--- config.mk ---
export PLATFORM = sky130hd
export DESIGN_NAME = dacseq_top
export DESIGN_NICKNAME = d
export VERILOG_FILES = /design/src/rtl/dacseq_pkg.sv /design/src/rtl/dacseq_edge_sync.sv /design/src/rtl/dacseq_trig_sel.sv /design/src/rtl/dacseq_dma_ctl.sv /design/src/rtl/dacseq_regs.sv /design/src/rtl/dacseq_top.sv
export SDC_FILE = /design/constraint.sdc
export NUM_CORES = 1
export LEC_CHECK = 0
export BUFFER_PORTS_ARGS = -buffer_cell sky130_fd_sc_hd__buf_2
export CAP_MARGIN = 40
export CORE_ASPECT_RATIO = 0.8
export CORE_MARGIN = 8
export CORE_UTILIZATION = 54
export CTS_CLUSTER_DIAMETER = 50
export DETAILED_ROUTE_END_ITERATION = 16
export PLACE_DENSITY = 0.86
export SKIP_CTS_REPAIR_TIMING = 1
export SLEW_MARGIN = 20
export SYNTH_ARGS = -nofsm -noshare
export SYNTH_HDL_FRONTEND = slang
export SYNTH_SLANG_ARGS = --single-unit
--- constraint.sdc ---
create_clock -name clk -period 3.1 [get_ports clk]
set_clock_uncertainty 0.05 [all_clocks]
set_input_delay 0.31 -clock clk [delete_from_list [all_inputs] [get_ports clk]]
set_output_delay 0.31 -clock clk [all_outputs]
set_load 0.02 [all_outputs]
--- src/rtl/dacseq_pkg.sv ---
package dacseq_pkg;

   // register word addresses
   localparam int unsigned REG_CTRL  = 0;
   localparam int unsigned REG_HOLD  = 1;
   localparam int unsigned REG_SWTRG = 2;
   localparam int unsigned REG_STAT  = 3;
   localparam int unsigned REG_OUT   = 4;

   // control field positions (selector field starts at bit 1)
   localparam int unsigned CTRL_TEN_BIT = 0;
   localparam int unsigned CTRL_SEL_LSB = 1;

endpackage

--- src/rtl/dacseq_edge_sync.sv ---
module dacseq_edge_sync #(
   parameter int unsigned STAGES = 2
) (
   input  logic clk,
   input  logic rst_n,
   input  logic async_in,
   output logic pulse
);

   generate
      if (STAGES < 2) begin : g_bad_stages
         $fatal(1, "dacseq_edge_sync: STAGES must be at least 2");
      end
   endgenerate

   logic [STAGES-1:0] chain_q;
   logic              last_q;

   always_ff @(posedge clk) begin
      if (!rst_n) begin
         chain_q <= '0;
         last_q  <= 1'b0;
      end else begin
         chain_q <= {chain_q[STAGES-2:0], async_in};
         last_q  <= chain_q[STAGES-1];
      end
   end

   assign pulse = chain_q[STAGES-1] & ~last_q;

endmodule

--- src/rtl/dacseq_trig_sel.sv ---
module dacseq_trig_sel #(
   parameter int unsigned NUM_HW = 7,
   parameter int unsigned SEL_W  = 3,
   parameter int unsigned STAGES = 2
) (
   input  logic              clk,
   input  logic              rst_n,
   input  logic [NUM_HW-1:0] hw_trig,
   input  logic              sw_pend,
   input  logic [SEL_W-1:0]  sel,
   output logic              trig_pulse
);

   localparam int unsigned NUM_CODES = 2 ** SEL_W;
   localparam int unsigned SW_CODE   = NUM_CODES - 1;

   generate
      if (NUM_HW > SW_CODE) begin : g_bad_width
         $fatal(1, "dacseq_trig_sel: NUM_HW exceeds the codes below the software code");
      end
   endgenerate

   logic [NUM_CODES-1:0] src_vec;

   generate
      for (genvar g = 0; g < NUM_CODES; g++) begin : g_src
         if (g < NUM_HW) begin : g_hw
            dacseq_edge_sync #(.STAGES(STAGES)) u_sync (
               .clk      (clk),
               .rst_n    (rst_n),
               .async_in (hw_trig[g]),
               .pulse    (src_vec[g])
            );
         end else if (g == SW_CODE) begin : g_sw
            assign src_vec[g] = sw_pend;
         end else begin : g_none
            assign src_vec[g] = 1'b0;
         end
      end
   endgenerate

   assign trig_pulse = src_vec[sel];

endmodule

--- src/rtl/dacseq_dma_ctl.sv ---
module dacseq_dma_ctl (
   input  logic clk,
   input  logic rst_n,
   input  logic trig_req,
   input  logic dma_en,
   input  logic irq_en,
   input  logic dma_ack,
   input  logic flag_clr,
   output logic take,
   output logic dma_req,
   output logic udr_flag,
   output logic blocked,
   output logic irq
);

   logic underflow;

   // an acknowledge in the same cycle clears the way for the new trigger
   assign underflow = trig_req & dma_en & ~blocked & dma_req & ~dma_ack;
   assign take      = trig_req & ~blocked & ~underflow;

   always_ff @(posedge clk) begin
      if (!rst_n) begin
         dma_req  <= 1'b0;
         udr_flag <= 1'b0;
         blocked  <= 1'b0;
      end else begin
         if (!dma_en) begin
            dma_req <= 1'b0;
            blocked <= 1'b0;
         end else begin
            if (take) begin
               dma_req <= 1'b1;
            end else if (dma_ack) begin
               dma_req <= 1'b0;
            end
            if (underflow) begin
               blocked <= 1'b1;
            end
         end
         if (underflow) begin
            udr_flag <= 1'b1;
         end else if (flag_clr) begin
            udr_flag <= 1'b0;
         end
      end
   end

   assign irq = udr_flag & irq_en;

endmodule

--- src/rtl/dacseq_regs.sv ---
module dacseq_regs
   import dacseq_pkg::*;
#(
   parameter int unsigned ADDR_W = 4,
   parameter int unsigned DATA_W = 12,
   parameter int unsigned SEL_W  = 3
) (
   input  logic              clk,
   input  logic              rst_n,
   input  logic [ADDR_W-1:0] bus_addr,
   input  logic              bus_we,
   input  logic [31:0]       bus_wdata,
   output logic [31:0]       bus_rdata,
   input  logic              take,
   input  logic              udr_flag,
   output logic              trig_en,
   output logic [SEL_W-1:0]  trig_sel,
   output logic              dma_en,
   output logic              irq_en,
   output logic              sw_pend,
   output logic              flag_clr,
   output logic [DATA_W-1:0] dac_data
);

   localparam int unsigned DMA_BIT = CTRL_SEL_LSB + SEL_W;
   localparam int unsigned IRQ_BIT = DMA_BIT + 1;
   localparam int unsigned CTRL_W  = IRQ_BIT + 1;

   generate
      if (DATA_W > 32 || CTRL_W > 32) begin : g_bad_data
         $fatal(1, "dacseq_regs: fields must fit the 32-bit bus");
      end
   endgenerate

   logic [DATA_W-1:0] hold_q;
   logic              wr_ctrl, wr_hold, wr_sw, wr_stat, sw_use;
   logic [31:0]       rd_mux;
   logic              unused_wdata;

   assign wr_ctrl  = bus_we && (bus_addr == ADDR_W'(REG_CTRL));
   assign wr_hold  = bus_we && (bus_addr == ADDR_W'(REG_HOLD));
   assign wr_sw    = bus_we && (bus_addr == ADDR_W'(REG_SWTRG));
   assign wr_stat  = bus_we && (bus_addr == ADDR_W'(REG_STAT));
   assign flag_clr = wr_stat & bus_wdata[0];
   assign sw_use   = trig_en && (trig_sel == {SEL_W{1'b1}});
   assign unused_wdata = ^bus_wdata;

   always_ff @(posedge clk) begin
      if (!rst_n) begin
         trig_en  <= 1'b0;
         trig_sel <= '0;
         dma_en   <= 1'b0;
         irq_en   <= 1'b0;
         hold_q   <= '0;
         dac_data <= '0;
         sw_pend  <= 1'b0;
      end else begin
         if (wr_ctrl) begin
            trig_en  <= bus_wdata[CTRL_TEN_BIT];
            trig_sel <= bus_wdata[CTRL_SEL_LSB +: SEL_W];
            dma_en   <= bus_wdata[DMA_BIT];
            irq_en   <= bus_wdata[IRQ_BIT];
         end
         if (wr_hold) begin
            hold_q <= bus_wdata[DATA_W-1:0];
         end
         if (take) begin
            dac_data <= hold_q;
         end else if (wr_hold && !trig_en) begin
            dac_data <= bus_wdata[DATA_W-1:0];
         end
         if (wr_sw && bus_wdata[0]) begin
            sw_pend <= 1'b1;
         end else if (sw_use) begin
            sw_pend <= 1'b0;
         end
      end
   end

   always_comb begin
      rd_mux = '0;
      case (bus_addr)
         ADDR_W'(REG_CTRL):  rd_mux[CTRL_W-1:0] = {irq_en, dma_en, trig_sel, trig_en};
         ADDR_W'(REG_HOLD):  rd_mux[DATA_W-1:0] = hold_q;
         ADDR_W'(REG_SWTRG): rd_mux[0]          = sw_pend;
         ADDR_W'(REG_STAT):  rd_mux[0]          = udr_flag;
         ADDR_W'(REG_OUT):   rd_mux[DATA_W-1:0] = dac_data;
         default:            rd_mux             = '0;
      endcase
   end

   always_ff @(posedge clk) begin
      if (!rst_n) begin
         bus_rdata <= '0;
      end else begin
         bus_rdata <= rd_mux;
      end
   end

endmodule

--- src/rtl/dacseq_top.sv ---
module dacseq_top #(
   parameter int unsigned ADDR_W      = 4,
   parameter int unsigned DATA_W      = 12,
   parameter int unsigned NUM_HW      = 7,
   parameter int unsigned SEL_W       = 3,
   parameter int unsigned SYNC_STAGES = 2
) (
   input  logic              clk,
   input  logic              rst_n,
   input  logic [ADDR_W-1:0] bus_addr,
   input  logic              bus_we,
   input  logic [31:0]       bus_wdata,
   output logic [31:0]       bus_rdata,
   input  logic [NUM_HW-1:0] hw_trig,
   output logic              dma_req,
   input  logic              dma_ack,
   output logic [DATA_W-1:0] dac_data,
   output logic              irq
);

   generate
      if (ADDR_W < 3) begin : g_bad_addr
         $fatal(1, "dacseq_top: ADDR_W must cover five registers");
      end
   endgenerate

   logic             trig_en, dma_en, irq_en, sw_pend, flag_clr;
   logic [SEL_W-1:0] trig_sel;
   logic             trig_pulse, trig_req, take, udr_flag, blocked;

   assign trig_req = trig_pulse & trig_en;

   dacseq_regs #(.ADDR_W(ADDR_W), .DATA_W(DATA_W), .SEL_W(SEL_W)) u_regs (
      .clk       (clk),
      .rst_n     (rst_n),
      .bus_addr  (bus_addr),
      .bus_we    (bus_we),
      .bus_wdata (bus_wdata),
      .bus_rdata (bus_rdata),
      .take      (take),
      .udr_flag  (udr_flag),
      .trig_en   (trig_en),
      .trig_sel  (trig_sel),
      .dma_en    (dma_en),
      .irq_en    (irq_en),
      .sw_pend   (sw_pend),
      .flag_clr  (flag_clr),
      .dac_data  (dac_data)
   );

   dacseq_trig_sel #(.NUM_HW(NUM_HW), .SEL_W(SEL_W), .STAGES(SYNC_STAGES)) u_sel (
      .clk        (clk),
      .rst_n      (rst_n),
      .hw_trig    (hw_trig),
      .sw_pend    (sw_pend),
      .sel        (trig_sel),
      .trig_pulse (trig_pulse)
   );

   dacseq_dma_ctl u_dma (
      .clk      (clk),
      .rst_n    (rst_n),
      .trig_req (trig_req),
      .dma_en   (dma_en),
      .irq_en   (irq_en),
      .dma_ack  (dma_ack),
      .flag_clr (flag_clr),
      .take     (take),
      .dma_req  (dma_req),
      .udr_flag (udr_flag),
      .blocked  (blocked),
      .irq      (irq)
   );

endmodule

* After elaboration in Yosys (flattened, before gate mapping)
Cells that the tools add are included.
** Word-level totals
- Register bits after elaboration :: 87
- Bits in latches :: 0
- Bits in writable memories :: 0
- Bits in read-only memories :: 0
- Bits of input ports :: 47
- Output and inout port bits :: 46
- Word-level logic and storage cells :: 85
- Memories kept :: 0
** Operators by class
- $add $sub $neg :: 0
- Multiply operators :: 0
- Divide/modulo/power cells :: 0
- $lt $le $gt $ge :: 1
- Eq/ne operators :: 5
- Shift operators :: 0
- Muxes and demuxes :: 13
- Bitwise gates (word level) :: 26
- Reduce and logical (&&, ||, !) cells :: 14
** Operators by type and width (count)
- $mux 12 :: 2
- $and 1x1->1 :: 16
- $pmux 5 s3 :: 1
- $pmux 6 s2 :: 1
- $not 1->1 :: 10
- $eq 4x2->1 const B :: 2
- $reduce_bool 2->1 :: 4
- $logic_and 1x1->1 :: 7
- $mux 1 :: 7
- $pmux 1 s5 :: 1
- $eq 4x1->1 const B :: 1
- $eq 4x3->1 const B :: 1
- $logic_not 4->1 :: 1
- $lt 3x4->1 const B :: 1
- $bmux 1 s3 :: 1
- $eq 3x3->1 const B :: 1
- $reduce_and 2->1 :: 1
- $logic_not 1->1 :: 1

* Longest topological paths before layout
Gate-level depths: netlist of run 1.
- Word-level depth :: 12
- Gate-level depth with buffers :: 5
- Gate-level depth less buffers :: 4

* By module
From an unflattened synthesis of run 1, not the netlist that was laid out.
** Second synthesis, totals
- Cell total of the unflattened synthesis :: 311
- Area, all modules :: 2964.1 um^2
** Modules (own cells, without submodules)
- dacseq_regs :: times used 1, cells each 243, area each 2109.5 um^2, seq. area each 860.8 um^2
- dacseq_edge_sync :: times used 7, cells each 7, area each 92.6 um^2, seq. area each 60.1 um^2
- dacseq_dma_ctl :: times used 1, cells each 15, area each 136.4 um^2, seq. area each 60.1 um^2
- dacseq_trig_sel :: times used 1, cells each 3, area each 63.8 um^2, seq. area each 0.0 um^2
- dacseq_top :: times used 1, cells each 1, area each 6.3 um^2, seq. area each 0.0 um^2

* Worst setup path after synthesis of run 1
Ideal clock, no wire load.
- Kind :: flip-flop to flip-flop
- From :: reg u_regs.trig_sel[1]
- To :: reg u_regs.dac_data[10]
- Library setup time :: 0.122 ns
- Arrival time :: 1.442 ns
- Required time :: 2.928 ns
- Setup slack :: 1.486 ns
- Cell stages (with the launch flop) :: 5
- Buffers on the path :: 1
- Period minus slack after synthesis :: 1.614 ns
- Cell sequence :: dfxtp_1 -> mux4_2 -> a32o_2 -> buf_6 -> mux2i_1
** Between the ends
- Word-level cells in the longest chain between the ends :: 10
- Elaborated cells between the ends (all ways) :: 12
- Classes of those cells :: mux (3); bitwise (8); reduce/logical (1)
** Ends and longest elaborated chain
- from (decl) :: RTL line dacseq_regs.sv:17 : output logic [SEL_W-1:0] trig_sel,
- from (signal assigned) :: RTL line dacseq_regs.sv:60 : trig_sel <= bus_wdata[CTRL_SEL_LSB +: SEL_W];
- $bmux 1 s3 (*) :: RTL line dacseq_trig_sel.sv:42 : assign trig_pulse = src_vec[sel];
- $mux 1 (not written as such) (*) :: RTL line dacseq_trig_sel.sv:42
- $and 1x1->1 (*) :: RTL line dacseq_top.sv:31 : assign trig_req = trig_pulse & trig_en;
- $and 1x1->1 (4 in a row) :: RTL line dacseq_dma_ctl.sv:19 : assign underflow = trig_req & dma_en & ~blocked & dma_req & ~dma_ack;
- $not 1->1 :: RTL line dacseq_dma_ctl.sv:20 : assign take = trig_req & ~blocked & ~underflow;
- $and 1x1->1 (*) :: RTL line dacseq_dma_ctl.sv:20
- $mux 12 or $reduce_bool 2->1 (tied branches)
- to (signal assigned) :: RTL line dacseq_regs.sv:68 : dac_data <= hold_q;
- to (signal assigned) :: RTL line dacseq_regs.sv:70 : dac_data <= bus_wdata[DATA_W-1:0];
- to (decl) :: RTL line dacseq_regs.sv:22 : output logic [DATA_W-1:0] dac_data
Every way passes the cells marked *; elsewhere a longest branch is shown, timed or not. The select of a mux whose other input is x is not followed.
A chain may end at the register's enable or synchronous reset.

* Final worst setup path of run 1
- From :: reg u_regs.trig_sel[1]
- To :: reg u_regs.dac_data[7]
Same word-level chain as after synthesis.

==> results of run 1 <==
-- critical path, cell delays in order (launching register included) --
cell	delay, ps
dfxtp_1	470
mux4_2	580
a32o_2	410
mux2i_1	170
-- sequential cells by signal, summed over array words and instances, names as in the netlist --
signal / cells
u_regs.trig_en: 1
u_sel.g_src.g_hw.u_sync.last_q: 7
u_regs.dma_en: 1
u_sel.g_src.g_hw.u_sync.chain_q: 14
u_regs.irq_en: 1
u_dma.udr_flag: 1
u_regs.trig_sel: 3
u_dma.dma_req: 1
u_dma.blocked: 1
u_regs.hold_q: 12
u_regs.bus_rdata: 12
u_regs.dac_data: 12
u_regs.sw_pend: 1
-- through the flow --
step	hold WS, ps	setup WS (ps)	utilization [%]	cells	area, sq um
after floorplan	362	1490	-	327	2920
after detailed placement	370	1280	60.4	406	3060
final	115	1280	64.2	422	3250
after CTS	106	1280	64.2	422	3250
after global placement	364	1300	60.4	406	3060
after global routing	115	1170	64.2	422	3250
-- worst max-delay path by stage --
stage	cells past startpoint	to	startpoint
6_report	3	u_regs.dac_data[7]$_SDFFE_PN0P_	u_regs.trig_sel[1]$_SDFFE_PN0P_
5_1_grt	4	u_regs.dac_data[7]$_SDFFE_PN0P_	u_regs.trig_en$_SDFFE_PN0P_
4_1_cts	3	u_regs.dac_data[7]$_SDFFE_PN0P_	u_regs.trig_sel[1]$_SDFFE_PN0P_
3_5_place_dp	3	u_regs.dac_data[7]$_SDFFE_PN0P_	u_regs.trig_sel[1]$_SDFFE_PN0P_
3_3_place_gp	5	u_regs.dac_data[8]$_SDFFE_PN0P_	bus_we
2_1_floorplan	4	u_regs.dac_data[10]$_SDFFE_PN0P_	u_regs.trig_sel[1]$_SDFFE_PN0P_
-- Yosys cell counts (all sizes together), types with 2 or more instances --
master   n
dfxtp   67
nand2   47
a21boi  30
and2    25
buf     23
clkbuf  16
o21ai   15
nor2b   14
and3    13
mux2i   12
a22oi    8
nand3    8
nor2     7
a222oi   5
mux4     3
nand4    2
-- layer usage --
| layer | vias up | routed length, um | share of wire, % | track usage, % |
|---|---|---|---|---|
| met5 | - | 0 | 0 | 0 |
| met4 | 0 | 157 | 2.3 | 9.20 |
| met3 | 15 | 661 | 9.8 | 6.61 |
| met2 | 113 | 3150 | 47 | 28.6 |
| met1 | 1028 | 2770 | 41 | 19.9 |
| li1 | 1112 | - | - | - |
-- area by class of cell --
type | instances | area share (%)
sequential | 67 | 41.2
clock buffer | 10 | 3.92
clock inverter | 6 | 2.00
multi-input combinational | 220 | 41.4
inverter | 1 | 0.115
tap | 62 | 2.38
timing repair buffer | 56 | 8.92
-- power by group --
part	internal, mW	switching [mW]	total [mW]
logic	0.0380	0.0757	0.114
registers	0.877	0.00785	0.884
clock network	0.372	0.329	0.702
total	1.29	0.413	1.70
-- kinds of logic (layout without fill, tap and decap cells) --
group                  count (synthesis)  count (layout)  synth area share, %
multiplexers                          15              15                 6.58
other                                  1              20                0.132
AO/OA/AOI/OAI                         61              61                 15.2
AND/OR/NAND/NOR                      124             124                 22.8
buffers and inverters                 40              73                 8.20
flip-flops                            67              67                 47.0
==> results.tsv, run 1 <==
stage	metric	value	unit
outcome	status	finished, final reports clean	
setup_path	end_kind	register	
synth	synthArstFlopShare	0	%
routing	drt-total-wl	6730	um
final_layout	n_antenna_cell	0	
routing	viasPerCell	5.37	
final_layout	fill_cells	428	
synth	synth.cell_area	2850	sq um
clock_network	root_buffer	clkbuf_8	
global_routing	grt_pass1_wl	11000	um
setup_path	crit_required	3260	ps
routing	num_vias	2268	
clock_network	path_clk_slew	70	ps
synth	netlist.area_leader.share	47.0	%
global_routing	grt_pass1_vias	2304	
min_path	hold_class	in -> reg	
clock_network	clock_path_buffers	2	
die	die_h	81.0	um
power	powerDensity	522	nW/um^2
global_routing	grt_overflow_total	0	
setup_path	cp_max_fo	12	
sta	tns	0	ps
setup_path	rrSetupSlack	1280	ps
synth	yosysWarnings	0	
die	dieArea	7880	sq um
synth	ys_seq_area_share	47.0	%
final_layout	layout_commonest_cell	dfxtp_1	
clock_network	worst_skew_pair.late_latency	340	ps
min_path	hold_depth	2	
placed_design	io_buffers	52	
power	power.leakage	1.35	nW
final_layout	layout_common_cells	dfxtp_1 (67), buf_2 (52), nand2_1 (47)	
die	core	5060	sq um
die	start_util	56.3	%
synth	synth-edff-count	0	
die	io-pin-count	93	
setup_path	worstSetupStartpointType	register	
final_layout	multi_input_area	1350	sq um
setup_path	arrival	1980	ps
routing	postRouteAntennaNets	0	
setup_path	reg2regPathDepth	3	
synth	synth_top_cell_by_area	dfxtp_1	
routing	drt-pass1-iter-count	7	
die	rows	23	
placed_design	place_congestion	0.863	
sta	timing.final.crit_share	58.8	%
synth	avgSynthCellArea	9.26	sq um
setup_path	timing.rr.start	u_regs.trig_sel[1]$_SDFFE_PN0P_	
synth	ys_ff_latch	67	
sta	hold_viol_final	0	
final_layout	seqCellArea	1340	sq um
min_path	min_from	hw_trig[6]	
synth	synthTopCellsByArea	dfxtp_1 (47%), nand2_1 (6.2%), and2_1 (5.5%), a21boi_1 (5.3%), buf_4 (5.3%)	
routing	drtIter0Drc	251	
die	fp.dieW	97.2	um
final_layout	area_growth	14.1	%
synth	synthFlopType	dfxtp_1	
routing	drc_errors	0	
clock_network	htree_levels	3	
final_layout	drive_gt1_share	21.4	%
clock_network	cts_buffers	9	
synth	ys_types	34	
synth	synth_cells	308	
setup_path	reg2reg_to	u_regs.dac_data[7]$_SDFFE_PN0P_	
sta	final.min_clock_period	1820	ps
sta	setup_violations	0	
clock_network	cts_tree	yes	
sta	fmax	0.549	GHz
sta	tightest_slew	725	ps
power	ir_drop	0.000306	V
setup_path	path_class	reg -> reg	
final_layout	fin_nets	402	
sta	grt_setup_unrepaired	no	
global_routing	grt_use_total	17.5	%
sta	maxSlewViolCount	0	
min_path	holdPathEnd	u_sel.g_src[6].g_hw.u_sync.chain_q[0]$_SDFF_PN0_	
global_routing	antenna_found_initial	0	
routing	wl_per_cell	15.9	um
global_routing	grt_max_degree	52	
sta	slew_headroom	51.6	%
job	drv_cap	0	
placed_design	dp_hpwl	4700	um
power	power.total	1.70	mW
clock_network	cts_sinks	67	
Power figures use the tool's default switching activity.
==> inputs of run 2 (changes only) <==
- CORE_UTILIZATION: 54 -> 45
- PLACE_DENSITY: 0.86 -> 0.77
- clock period: 3.1 -> 1.6 ns (I/O delays scaled with it)
==> run 2 against run 1 <==
Net effect:
- the run now ends with negative setup slack left
- sequential power rose by 93%
- routed wire length rose by 5.7%
- largest power group unchanged
- hold slack got worse by 110 ps
- critical path depth rose by 1
- total power rose by 110%
- count of clock-buffer cells in the layout fell by 1
- die area rose by 16%
- clock power rose by 120%
- cell count rose by 9.7%
- register-to-register slack got worse by 1300 ps
- design area rose by 8.6%
==> results.tsv, run 2 (synthesis results as in run 1) <==
stage	metric	value	unit	change
global_routing	grt_use_total	14.9	%	-2.5 points
global_routing	grt_max_degree	54		+3.8%
clock_network	root_buffer	clkbuf_8		
routing	num_vias	2389		+5.3%
routing	drtIter0Drc	291		+16%
sta	setup_violations	12		+12
placed_design	post-place-cells	439		+8.1%
final_layout	regMostFlops	u_sel.g_src.g_hw.u_sync.chain_q		
sta	setup_slack	-43.1	ps	-1320 ps
die	rows	26		+13%
sta	tns	-410	ps	-410 ps
sta	timing.final.crit_share	103	%	+44 points
outcome	status	complete, but fails checks		
power	powerDensity	1000	nW/um^2	+92%
setup_path	path_class	reg -> reg		
placed_design	io_buffers	52		unchanged
routing	drc_errors	0		unchanged
global_routing	grt_pass1_vias	2175		-5.6%
clock_network	cts_buffers	9		unchanged
routing	drt-met1-wl	3150	um	+14%
final_layout	n_antenna_cell	0		unchanged
die	start_util	45.7	%	-11 points
clock_network	clock_path_buffers	2		unchanged
setup_path	end_kind	register		
final_layout	utilization	56.6	%	-7.7 points
die	core	6250	sq um	+23%
clock_network	htree_levels	3		unchanged
global_routing	antenna_found_initial	0		unchanged
setup_path	worstSetupStartpointType	register		
routing	drt-pass1-iter-count	6		-1
sta	maxSlewViolCount	0		unchanged
die	dieArea	9160	sq um	+16%
routing	wl_met3	669	um	+1.2%
die	fp.dieW	105	um	+8.0%
placed_design	pre_cts_ws	-71.7	ps	-1350 ps
die	io-pin-count	93		unchanged
clock_network	path_clk_slew	80	ps	about the same
global_routing	grt_pass1_wl	10800	um	-2.1%
routing	postRouteAntennaNets	0		unchanged
routing	highest_layer	met4		
routing	route.met2.wl	3170	um	+0.83%
min_path	hold_class	in -> reg		
final_layout	area_growth	23.9	%	
outcome	violations	negative setup slack		
routing	drt-total-wl	7120	um	+5.7%
routing	viasPerCell	5.16		-4.0%
die	die_h	87.2	um	+7.7%
clock_network	cts_sinks	67		unchanged
sta	grt_setup_unrepaired	yes		
final_layout	finalNonFillerCells	463		+9.7%
sta	final.min_clock_period	1640	ps	-180 ps
job	drv_cap	0		unchanged
final_layout	largest_reg_flops	14		unchanged
setup_path	cp_max_fo	6		-6
setup_path	arrival	1820	ps	-160 ps
final_layout	drive_gt1_share	24.8	%	+3.4 points
setup_path	crit_required	1780	ps	-1480 ps
global_routing	grt_overflow_total	0		unchanged
clock_network	cts_tree	yes		
placed_design	place_congestion	0.918		+6.5%
placed_design	dp_hpwl	4780	um	+1.8%
final_layout	layout_common_cells	dfxtp_1 (64), buf_2 (52), nand2_1 (47)		
power	power.leakage	1.47	nW	+8.7%
final_layout	layout_commonest_cell	dfxtp_1		
sta	hold_viol_final	0		unchanged
sta	fmax	0.609	GHz	+11%
sta	hold_slack	2.72	ps	-112 ps
power	ir_drop	0.000524	V	+71%
clock_network	worst_skew_pair.late_latency	350	ps	about the same
final_layout	fin_nets	421		+4.7%
routing	wl_per_cell	15.4	um	-3.6%
[run 2: cell count changes in the layout (fill, tap and decap cells not counted), moves of 2 or more]
cell | previous run | this run
buf_12 | 0 | 3
buf_4 | 4 | 12
dfxtp_1 | 67 | 64
dfxtp_2 | 0 | 3
dlygate4sd3_1 | 0 | 7
inv_6 | 1 | 3
[run 2: area by class of cell]
| type | count | area [sq um] |
|---|---|---|
| tap | 84 | 105 |
| inverter | 1 | 3.75 |
| sequential | 67 | 1350 |
| clock buffer | 9 | 124 |
| multi-input combinational | 221 | 1380 |
| clock inverter | 7 | 98.8 |
| fill | 582 | 2710 |
| timing repair buffer | 74 | 480 |
[run 2: per-stage QoR]
stage | power (mW) | instance area [sq um]
detailed placement | 1.98 | 3210
global placement | 1.98 | 3210
floorplan | 1.93 | 2930
global route | 3.66 | 3530
finish | 3.54 | 3530
CTS | 3.55 | 3430
[run 2: per-layer routing]
metal	global-route usage [%]	vias to the layer above
met5	0	-
met4	5.43	0
met3	6.21	9
met2	21.9	106
met1	19.1	1120
li1	-	1154
[run 2: where the power goes]
| group | internal, mW | leakage (nW) | switching (mW) |
|---|---|---|---|
| combinational | 0.0998 | 0.813 | 0.157 |
| sequential | 1.70 | 0.545 | 0.0140 |
| clock | 0.890 | 0.111 | 0.679 |
[run 2: final timing paths]
kind / slack [ps] / depth (start not counted) / startpoint / to
setup reg to reg: -40 / 4 / u_sel.g_src[4].g_hw.u_sync.chain_q[1]$_SDFF_PN0_ / u_regs.dac_data[6]$_SDFFE_PN0P_
setup / recovery: -40 / 4 / u_sel.g_src[4].g_hw.u_sync.chain_q[1]$_SDFF_PN0_ / u_regs.dac_data[6]$_SDFFE_PN0P_
hold reg to reg: 390 / 1 / u_sel.g_src[4].g_hw.u_sync.chain_q[0]$_SDFF_PN0_ / u_sel.g_src[4].g_hw.u_sync.chain_q[1]$_SDFF_PN0_
hold / removal: 3 / 3 / bus_wdata[9] / u_regs.hold_q[9]$_SDFFE_PN0P_
[run 2: critical path: stages (launching register included)]
cell	delay, ps
dfxtp_2	320
nor2b_4	110
mux4_2	520
a32o_4	380
mux2i_1	140
